File: config.mk
export PLATFORM = sky130hd
export DESIGN_NAME = xor_phase_meter
export DESIGN_NICKNAME = d
export VERILOG_FILES = /design/src/rtl/xpd_pkg.sv /design/src/rtl/xpd_sync.sv /design/src/rtl/xpd_integrator.sv /design/src/rtl/xor_phase_meter.sv
export SDC_FILE = /design/constraint.sdc
export NUM_CORES = 1
export LEC_CHECK = 0
export BUFFER_PORTS_ARGS = -buffer_cell sky130_fd_sc_hd__buf_4
export CORE_ASPECT_RATIO = 0.5
export CORE_MARGIN = 1.5
export CORE_UTILIZATION = 25
export DETAILED_ROUTE_END_ITERATION = 7
export GPL_TIMING_DRIVEN = 0
export SYNTH_ARGS = -nofsm -noshare
export SYNTH_HDL_FRONTEND = slang
export SYNTH_HIERARCHICAL = 1
export SYNTH_SLANG_ARGS = --single-unit
File: constraint.sdc
create_clock -name clk -period 4.15 [get_ports clk]
set_clock_uncertainty 0.1 [all_clocks]
set_input_delay 0 -clock clk [delete_from_list [all_inputs] [get_ports clk]]
set_output_delay 0 -clock clk [all_outputs]
set_load 0.01 [all_outputs]
File: src/rtl/xpd_pkg.sv
package xpd_pkg;

    localparam int DEFAULT_CNT_W = 16;
    localparam int SYNC_STAGES   = 2;
    localparam int N_CHAN        = 2;
    localparam int CH_REF        = 0;
    localparam int CH_FB         = 1;

    typedef enum logic {
        MEAS_IDLE = 1'b0,
        MEAS_RUN  = 1'b1
    } meas_state_e;

    typedef struct packed {
        logic ref_lvl;
        logic ref_prev;
        logic fb_lvl;
    } sample_t;

    function automatic logic rising(input logic cur, input logic prev);
        return cur & ~prev;
    endfunction

    function automatic logic differ(input logic a, input logic b);
        return a ^ b;
    endfunction

endpackage

File: src/rtl/xpd_sync.sv
module xpd_sync #(
    parameter int STAGES = xpd_pkg::SYNC_STAGES
) (
    input  logic clk,
    input  logic rst,
    input  logic async_i,
    output logic sync_o
);
    logic [STAGES-1:0] chain_q;

    always_ff @(posedge clk) begin
        if (rst) begin
            chain_q <= '0;
        end else begin
            chain_q <= {chain_q[STAGES-2:0], async_i};
        end
    end

    assign sync_o = chain_q[STAGES-1];
endmodule

File: src/rtl/xpd_integrator.sv
module xpd_integrator #(
    parameter int CNT_W = xpd_pkg::DEFAULT_CNT_W
) (
    input  logic             clk,
    input  logic             rst,
    input  logic             rise_i,
    input  logic             xor_i,
    output logic             valid_o,
    output logic [CNT_W-1:0] hi_o,
    output logic [CNT_W-1:0] per_o,
    output logic             ovf_o
);
    import xpd_pkg::*;

    localparam logic [CNT_W-1:0] CNT_MAX = {CNT_W{1'b1}};

    meas_state_e      state_q;
    logic [CNT_W-1:0] acc_hi_q;
    logic [CNT_W-1:0] acc_per_q;

    always_ff @(posedge clk) begin
        if (rst) begin
            state_q   <= MEAS_IDLE;
            acc_hi_q  <= '0;
            acc_per_q <= '0;
            valid_o   <= 1'b0;
            hi_o      <= '0;
            per_o     <= '0;
            ovf_o     <= 1'b0;
        end else begin
            valid_o <= 1'b0;
            if (rise_i) begin
                if (state_q == MEAS_RUN) begin
                    valid_o <= 1'b1;
                    hi_o    <= acc_hi_q;
                    per_o   <= acc_per_q;
                end
                state_q   <= MEAS_RUN;
                acc_hi_q  <= CNT_W'(xor_i);
                acc_per_q <= CNT_W'(1);
            end else if (state_q == MEAS_RUN) begin
                if (acc_per_q == CNT_MAX) begin
                    ovf_o <= 1'b1;
                end else begin
                    acc_per_q <= acc_per_q + 1'b1;
                end
                if (xor_i) begin
                    if (acc_hi_q == CNT_MAX) begin
                        ovf_o <= 1'b1;
                    end else begin
                        acc_hi_q <= acc_hi_q + 1'b1;
                    end
                end
            end
        end
    end

    // high count can never run ahead of the period count
    a_r3_hi_within_period: assert property (@(posedge clk) disable iff (rst)
        acc_hi_q <= acc_per_q);

    // a strobe lasts one cycle (periods are at least two cycles long)
    a_r9_single_cycle_valid: assert property (@(posedge clk) disable iff (rst)
        valid_o |=> !valid_o);

    // overflow flag is sticky
    a_r10_ovf_sticky: assert property (@(posedge clk) disable iff (rst)
        ovf_o |=> ovf_o);

    // results hold between strobes
    a_r5_result_hold: assert property (@(posedge clk) disable iff (rst)
        !valid_o |-> ($stable(hi_o) && $stable(per_o)));

    // a strobe only follows a rise seen while a measurement was running
    a_r8_no_valid_unarmed: assert property (@(posedge clk) disable iff (rst)
        (rise_i && state_q == MEAS_IDLE) |=> !valid_o);
endmodule

File: src/rtl/xor_phase_meter.sv
module xor_phase_meter #(
    parameter int CNT_W = xpd_pkg::DEFAULT_CNT_W
) (
    input  logic             clk,
    input  logic             rst,
    input  logic             ref_i,
    input  logic             fb_i,
    output logic             valid_o,
    output logic [CNT_W-1:0] hi_cnt_o,
    output logic [CNT_W-1:0] per_cnt_o,
    output logic             ovf_o
);
    import xpd_pkg::*;

    logic [N_CHAN-1:0] raw_in;
    logic [N_CHAN-1:0] sync_lvl;
    sample_t           smp;
    logic              ref_prev_q;

    assign raw_in[CH_REF] = ref_i;
    assign raw_in[CH_FB]  = fb_i;

    for (genvar ch = 0; ch < N_CHAN; ch++) begin : g_sync
        xpd_sync #(.STAGES(SYNC_STAGES)) u_sync (
            .clk    (clk),
            .rst    (rst),
            .async_i(raw_in[ch]),
            .sync_o (sync_lvl[ch])
        );
    end

    always_ff @(posedge clk) begin
        if (rst) ref_prev_q <= 1'b0;
        else     ref_prev_q <= sync_lvl[CH_REF];
    end

    always_comb begin
        smp.ref_lvl  = sync_lvl[CH_REF];
        smp.ref_prev = ref_prev_q;
        smp.fb_lvl   = sync_lvl[CH_FB];
    end

    xpd_integrator #(.CNT_W(CNT_W)) u_int (
        .clk    (clk),
        .rst    (rst),
        .rise_i (rising(smp.ref_lvl, smp.ref_prev)),
        .xor_i  (differ(smp.ref_lvl, smp.fb_lvl)),
        .valid_o(valid_o),
        .hi_o   (hi_cnt_o),
        .per_o  (per_cnt_o),
        .ovf_o  (ovf_o)
    );

    // reset leaves every output cleared on the next cycle
    a_r11_reset_clears: assert property (@(posedge clk)
        rst |=> (!valid_o && !ovf_o && hi_cnt_o == '0 && per_cnt_o == '0));
endmodule

* Yosys cells after proc, flatten, opt, wreduce, memory -nomap -nowiden *
Cells that the tools add are included.

word-level totals
  register bits after elaboration = 72
  input port bits = 4
  output and inout port bits = 34
  word-level logic and storage cells = 45

cells by class
  add/sub/neg operators = 2
  equality and inequality tests = 4
  mux-type cells = 11
  bitwise gates (word level) = 6
  reduce and logical (&&, ||, !) cells = 10

operator list
  cell                     number
  $add A16 B1 Y16 const B  2
  $eq A16 B16 Y1 const B   2
  $mux W1                  11
  $reduce_and A2 Y1        4
  $reduce_and A3 Y1        2
  $ne A2 B1 Y1 const B     2
  $not A1 Y1               4
  $reduce_bool A2 Y1       2
  $reduce_or A2 Y1         2
  $and A1 B1 Y1            1
  $xor A1 B1 Y1            1

* Depth between registers and ports, before layout *
Gate-level depths: netlist of run 1.

  depth after elaboration = 5
  mapped depth = 7
  depth with buffers taken out = 5

* Cells and area by module *
Netlist of run 1, hierarchy kept.

by module, submodules not included
  module           times used  cells an instance  area an instance (um2)
  xpd_integrator   1           341                2860.2
  xpd_sync         2           4                  52.6
  xor_phase_meter  1           4                  41.3

* Worst setup path after synthesis of run 1 *
Ideal clock, no wire load.

  kind = register -> register
  from = register g_sync[0].u_sync.chain_q[1]
  to = register u_int.acc_hi_q[15]
  setup time = 0.070 ns
  arrival = 1.719 ns
  data required time = 3.980 ns
  path slack = 2.261 ns
  cell stages (with the launch flop) = 6
  path through = dfxtp_1 > xor2_1 > nand4_1 > or3_4 > or4_1 > a21oi_1

on the way
  cells in the longest elaborated chain, start to end = 2
  elaborated cells on any way between the ends = 4
  those cells by class = bitwise: 2; reduce/logical: 2

ends and longest elaborated chain
  what                                                                    line                          text
  from (decl)                                                             xpd_sync.sv:9                 logic [STAGES-1:0] chain_q;
  from (signal assigned)                                                  xpd_sync.sv:15                chain_q <= {chain_q[STAGES-2:0], async_i};
  $xor A1 B1 Y1 / $and A1 B1 Y1 (equally long branches)                   xpd_pkg.sv:25, xpd_pkg.sv:21
  $reduce_and A3 Y1 (no line) / $reduce_or A2 Y1 (equally long branches)  --
  to (signal assigned)                                                    xpd_integrator.sv:39          acc_hi_q <= CNT_W'(xor_i);
  to (signal assigned)                                                    xpd_integrator.sv:51          acc_hi_q <= acc_hi_q + 1'b1;
  to (decl)                                                               xpd_integrator.sv:18          logic [CNT_W-1:0] acc_hi_q;

Several ways; a longest one is shown, not always the timed one.
A chain may end at the register's enable or synchronous reset.

* Final worst setup path of run 1 *
Same ends and word-level chain as after synthesis.

==> results of run 1 <==
[report_power, final]
part	switching [µW]	leakage, µW	internal [µW]
Sequential	3.64	0.000581	696
Clock	304	0.000145	483
Combinational	27.7	0.000619	13.7
[sequential cells by signal, indices dropped and copies added, names as in the netlist]
name and cells:
u_int/ovf_o 1, g_sync.u_sync/chain_q 4, u_int/per_o 16, ref_prev_q 1, u_int/hi_o 16, u_int/acc_per_q 16
u_int/acc_hi_q 16, u_int/valid_o 1, u_int/state_q 1
[per-stage QoR]
stage	utilization [%]	hold WS [ns]	power, µW
2_1_floorplan	-	-0.02839	736.6
5_1_grt	32.68	0.3669	1585
3_3_place_gp	29.66	0.1130	751.5
4_1_cts	32.68	0.3428	1545
6_report	32.68	0.3394	1528
3_5_place_dp	29.66	0.1173	752.1
[cells in the mapped netlist (3+ instances only)]
cell | n | area [µm²]
sky130_fd_sc_hd__a21oi_1 | 50 | 250.2
sky130_fd_sc_hd__a31oi_1 | 3 | 18.77
sky130_fd_sc_hd__and3_1 | 5 | 31.28
sky130_fd_sc_hd__and4_1 | 4 | 35.03
sky130_fd_sc_hd__clkbuf_1 | 16 | 60.06
sky130_fd_sc_hd__dfxtp_1 | 72 | 1441
sky130_fd_sc_hd__inv_1 | 7 | 26.28
sky130_fd_sc_hd__mux2i_1 | 5 | 50.05
sky130_fd_sc_hd__nand2_1 | 77 | 289.0
sky130_fd_sc_hd__nand3_1 | 12 | 60.06
sky130_fd_sc_hd__nand4_1 | 8 | 50.05
sky130_fd_sc_hd__nor2_1 | 11 | 41.29
sky130_fd_sc_hd__nor2b_1 | 7 | 43.79
sky130_fd_sc_hd__nor4_1 | 4 | 25.02
sky130_fd_sc_hd__o211ai_1 | 3 | 22.52
sky130_fd_sc_hd__o21ai_0 | 14 | 70.07
sky130_fd_sc_hd__o31ai_1 | 4 | 30.03
sky130_fd_sc_hd__o41ai_1 | 3 | 26.28
sky130_fd_sc_hd__or3_1 | 10 | 62.56
sky130_fd_sc_hd__or4_1 | 4 | 30.03
[layout make-up]
cell class / instances / area (µm²) / area share [%]
clock inverter: 6 / 67.56 / 1.756
inverter: 7 / 26.28 / 0.6829
clock buffer: 10 / 239.0 / 6.211
tap: 165 / 206.4 / 5.366
multi-input combinational: 258 / 1479 / 38.44
timing repair buffer: 42 / 327.8 / 8.520
sequential: 72 / 1441 / 37.46
buffer: 16 / 60.06 / 1.561
[logic make-up after synthesis]
group / count (synthesis) / share of synthesized area (%)
simple gates: 157 / 27.30
flops: 72 / 47.94
fa+ha+maj: 2 / 0.8322
compound gates: 90 / 18.23
buf+inv: 23 / 2.872
xor+xnor: 4 / 1.165
mux: 5 / 1.665
[worst paths after layout]
kind,to,cells past startpoint
worst max-delay path,u_int/acc_hi_q[15]$_SDFFE_PP0P_,5
worst min-delay path,g_sync[0].u_sync/chain_q[1]$_SDFF_PP0_,1
worst max register to register,u_int/acc_hi_q[15]$_SDFFE_PP0P_,5
worst min register to register,g_sync[0].u_sync/chain_q[1]$_SDFF_PP0_,1
[worst max-delay path: cells and delay by family (launching register included)]
| kind | cells | cell delay [ns] |
|---|---|---|
| AND/OR/NAND/NOR | 3 | 1.13 |
| flip-flops | 1 | 0.35 |
| XOR/XNOR | 1 | 0.40 |
| AO/OA/AOI/OAI | 1 | 0.15 |
[layer usage]
layer	GRT usage [%]	routed length, µm	vias up
li1	-	-	1382
met1	16.26	3676	1266
met2	19.61	3300	54
met3	4.749	401	14
met4	4.673	133	0
met5	0	0	-
[cell usage in the layout, fill, tap and decap left out, types with 3 or more instances in the layout]
cell and instances:
sky130_fd_sc_hd__a21oi_1 50, sky130_fd_sc_hd__a31oi_1 3, sky130_fd_sc_hd__and3_1 5, sky130_fd_sc_hd__and4_1 4, sky130_fd_sc_hd__buf_4 37, sky130_fd_sc_hd__clkbuf_1 16, sky130_fd_sc_hd__clkbuf_16 9, sky130_fd_sc_hd__dfxtp_1 72
sky130_fd_sc_hd__dlygate4sd3_1 5, sky130_fd_sc_hd__inv_1 7, sky130_fd_sc_hd__mux2i_1 5, sky130_fd_sc_hd__nand2_1 77, sky130_fd_sc_hd__nand3_1 12, sky130_fd_sc_hd__nand4_1 8, sky130_fd_sc_hd__nor2_1 11, sky130_fd_sc_hd__nor2b_1 7
sky130_fd_sc_hd__nor4_1 4, sky130_fd_sc_hd__o211ai_1 3, sky130_fd_sc_hd__o21ai_0 14, sky130_fd_sc_hd__o31ai_1 4, sky130_fd_sc_hd__o41ai_1 3, sky130_fd_sc_hd__or3_1 10, sky130_fd_sc_hd__or4_1 4
==> results.json, run 1 <==
{
  "status": "finished clean",
  "layout-area-overhead-vs-synth_pct": 27.97,
  "ys_async_sr_fraction_pct": 0,
  "vias": 2716,
  "count_of_different_cell_masters_after_synthesis": 42,
  "drt-wirelength-per-cell_um": 13.04,
  "final_area_um2": 3847,
  "ctsHoldBuffers": 5,
  "cts.path.max_buffers": 2,
  "critical_path.endpoint_type": "flop",
  "critical-path-max-stage-delay_ns": 0.43,
  "drt.antenna.violating_nets": 0,
  "worstSkewPairLatency_ns": 0.34,
  "synth.ff_latch_count": 72,
  "gr-total-overflow": 0,
  "tritoncts": "built",
  "aggregate_global_route_resource_usage_pct": 12.76,
  "critical_path.cell_chain": "xor2_1, nand4_1, or3_4, or4_1, a21oi_1",
  "timing.hold.worst.class": "flop to flop",
  "post-cts-setup-buffers": 0,
  "post_route_cells_drive_above_1_share_pct": 15.82,
  "grt_antenna_before_repair": 0,
  "htree_levels": 3,
  "max-slew-margin-rel_pct": 57.03,
  "wirelength_um": 7513,
  "critical_path.slowest_cell": "sky130_fd_sc_hd__or3_4",
  "worstMarginPinSlew_ns": 0.6345,
  "timing.critical_path.arrival_ns": 2.37,
  "port-buffer-count": 37,
  "max-cap-violations": 0,
  "timing.reg2reg.setup_slack_ns": 1.94,
  "initial_core_utilization_pct": 25.54,
  "report.final.hold_viol_count": 0,
  "synth_fp_nets": 359,
  "period_share_pct": 53.29,
  "dieArea_um2": 12730,
  "leakagePower_uw": 0.001345,
  "setup.worst_path.start": "g_sync[0].u_sync/chain_q[1]$_SDFF_PP0_",
  "min_from": "g_sync[0].u_sync/chain_q[0]$_SDFF_PP0_",
  "num_rows": 28,
  "die_h_um": 80.55,
  "powerDensity_nw_per_um2": 397.1,
  "syn-cell-area_um2": 3007,
  "setup_viol": 0,
  "clk_pin_slew_ns": 0.06,
  "postPlaceCellArea_um2": 3491,
  "r2r-start": "g_sync[0].u_sync/chain_q[1]$_SDFF_PP0_",
  "layout.nets": 412,
  "stdcell_count": 576,
  "fillers": 1283,
  "avgSynthCellArea_um2": 8.517,
  "rsz0062_at_grt": "no",
  "remaining_drc_errors": 0,
  "startpoint_type": "flop",
  "number_of_enable_type_register_cells_in_the_synthesized_netlist": 0,
  "timing_worst_setup_path_type": "flop to flop",
  "initialDrtViolationCount": 238,
  "timing.final.crit_period_ns": 2.212,
  "via_per_inst": 4.715,
  "worstPathRequired_ns": 4.31,
  "postSynthCellCount": 353,
  "maximum_number_of_pins_on_one_net_before_global_route_repair": 14,
  "numClockSinks": 72,
  "crit_fanout": 7,
  "global_route_wire_length_before_repair_um": 12490,
  "fin_tns_setup_ns": 0,
  "pin_count": 38,
  "seq_area_frac_synth_pct": 47.94,
  "yosys_warnings": 6,
  "gp_congestion": 0.8042,
  "post_cts_resize_count": 0,
  "die_width_um": 158.1,
  "drt_first_pass_iters": 4,
  "final-max-slew-violation-count": 0,
  "cts_root_buf": "sky130_fd_sc_hd__clkbuf_16",
  "detailedPlace.worstSlack_ns": 1.957,
  "worst_slack_ns": 1.938,
  "n_antenna_cell": 0,
  "via_count_of_the_first_global_routing_pass": 2541,
  "dp_cells": 555,
  "numCtsBuffers": 9,
  "max_freq_mhz": 452.2,
  "hpwlAfterDp_um": 5140,
  "worst_ir_drop_vdd_mv": 0.1949,
  "synth_flop_cell": "sky130_fd_sc_hd__dfxtp_1",
  "core-area_um2": 11770
}
Note: power is estimated with default switching activity, not from simulation.
==> run 2: changes to the inputs <==
==> constraint.sdc (replaced) <==
create_clock -name clk -period 1.9 [get_ports clk]
set_clock_uncertainty 0.1 [all_clocks]
set_input_delay 0 -clock clk [delete_from_list [all_inputs] [get_ports clk]]
set_output_delay 0 -clock clk [all_outputs]
set_load 0.01 [all_outputs]
==> results.json, run 2 (synthesis gave the netlist of run 1 again) <==
{
  "maximum_number_of_pins_on_one_net_before_global_route_repair": 14,
  "timing.hold.worst.class": "flop to flop",
  "timing.critical_path.arrival_ns": 1.96,
  "cts_root_buf": "sky130_fd_sc_hd__clkbuf_16",
  "report.final.hold_viol_count": 0,
  "layout-area-overhead-vs-synth_pct": 37.00,
  "final_common_cell": "sky130_fd_sc_hd__nand2_1",
  "numClockSinks": 72,
  "global_route_wire_length_before_repair_um": 12710,
  "aggregate_global_route_resource_usage_pct": 12.99,
  "leakagePower_uw": 0.001498,
  "via_count_of_the_first_global_routing_pass": 2598,
  "initial_core_utilization_pct": 25.54,
  "die_h_um": 80.55,
  "timing.final.crit_period_ns": 1.846,
  "dp_cells": 555,
  "drt.antenna.violating_nets": 0,
  "num_rows": 28,
  "pin_count": 38,
  "worst_ir_drop_vdd_mv": 0.4493,
  "cts.path.max_buffers": 2,
  "tritoncts": "built",
  "status": "finished clean",
  "drt_first_pass_iters": 4,
  "initialDrtViolationCount": 214,
  "via_per_inst": 4.714,
  "vias": 2781,
  "port-buffer-count": 37,
  "htree_levels": 3,
  "dieArea_um2": 12730,
  "fillers": 1256,
  "gr-total-overflow": 0,
  "max-slew-margin-rel_pct": 62.03,
  "worstPathRequired_ns": 2.02,
  "post_route_cells_drive_above_1_share_pct": 24.24,
  "hpwlAfterDp_um": 5140,
  "startpoint_type": "flop",
  "critical-path-max-stage-delay_ns": 0.58,
  "gp_congestion": 0.8042,
  "final_core_util_pct": 34.99,
  "critical_path.endpoint_type": "flop",
  "max-cap-violations": 0,
  "clk_pin_slew_ns": 0.06,
  "remaining_drc_errors": 0,
  "final-max-slew-violation-count": 0,
  "power_uw": 3341,
  "powerDensity_nw_per_um2": 811.1,
  "setup_viol": 0,
  "wirelength_um": 7827,
  "die_width_um": 158.1,
  "layout.nets": 426,
  "grt_antenna_before_repair": 0,
  "core-area_um2": 11770,
  "fin_tns_setup_ns": 0,
  "period_share_pct": 97.14,
  "numCtsBuffers": 9,
  "critical_path.slowest_cell": "sky130_fd_sc_hd__or4_1",
  "worstSkewPairLatency_ns": 0.34,
  "layout_common_cells": "sky130_fd_sc_hd__nand2_1, sky130_fd_sc_hd__dfxtp_1, sky130_fd_sc_hd__buf_4",
  "critical_path.cell_chain": "ha_2, nand3_2, or4_1, nand3_1, a21oi_1",
  "timing_worst_setup_path_type": "flop to flop",
  "stdcell_count": 590,
  "crit_fanout": 7,
  "n_antenna_cell": 0,
  "worstMarginPinSlew_ns": 0.5695,
  "drt-wirelength-per-cell_um": 13.27,
  "max_freq_mhz": 541.8
}
## run 2: cell count changes in the layout (fill, tap and decap cells not counted), sizes merged
cell,delta
buf,+16
clkbuf,-2
## run 2: routing by layer
metal	part of all wire (%)	track usage, %	up-vias	wire length (µm)
li1	-	-	1408	-
met1	46	16.32	1307	3619
met2	47	20.48	58	3641
met3	6.2	4.749	8	489
met4	1.0	4.486	0	78
met5	0	0	-	0
## run 2: cell type report
class | count | area, µm² | area share (%)
clock buffer | 10 | 239.0 | 5.802
tap | 165 | 206.4 | 5.012
timing repair buffer | 57 | 440.4 | 10.69
buffer | 15 | 68.82 | 1.671
sequential | 72 | 1448 | 35.15
clock inverter | 6 | 67.56 | 1.640
multi-input combinational | 258 | 1623 | 39.40
inverter | 7 | 26.28 | 0.6379
## run 2: power by group
part           total (µW)  internal [µW]  switching, µW
logic                99.1           35.9           63.2
registers            1530           1520           9.16
clock network        1710           1060            658
total                3340           2610            730
## run 2: stage by stage
stage | instance area [µm²] | hold slack (ns) | worst slack (ns)
2_1_floorplan | 3007 | -0.02839 | 0.01086
3_3_place_gp | 3491 | 0.1130 | -0.2606
3_5_place_dp | 3491 | 0.1173 | -0.2928
4_1_cts | 3991 | 0.3428 | 0.003129
5_1_grt | 4119 | 0.3667 | -0.01023
6_report | 4119 | 0.3396 | 0.05436
## run 2: final timing paths
check / start / endpoint / slack, ns / cells after the start
hold / removal: g_sync[0].u_sync/chain_q[0]$_SDFF_PP0_ / g_sync[0].u_sync/chain_q[1]$_SDFF_PP0_ / 0.34 / 1
setup reg to reg: u_int/acc_per_q[0]$_SDFFE_PP0P_ / u_int/acc_per_q[1]$_SDFFE_PP0P_ / 0.05 / 5
hold reg to reg: g_sync[0].u_sync/chain_q[0]$_SDFF_PP0_ / g_sync[0].u_sync/chain_q[1]$_SDFF_PP0_ / 0.34 / 1
setup / recovery: u_int/acc_per_q[0]$_SDFFE_PP0P_ / u_int/acc_per_q[1]$_SDFFE_PP0P_ / 0.05 / 5
## run 2: worst max-delay path: cells and delay by family (launching register included)
kind | cells | cell delay [ns]
and+or+nand+nor | 3 | 0.88
DFF | 1 | 0.42
adders and majority gates | 1 | 0.25
AOI/OAI and AO/OA | 1 | 0.06
## run 2: what timing repair did
action,4_1_cts,5_1_grt
endpoints found under the setup margin,56,51
buffers inserted,7,8
pin swaps,6,5
hold endpoints to repair,9,0
gates resized for setup,16,23
hold buffers,5,0
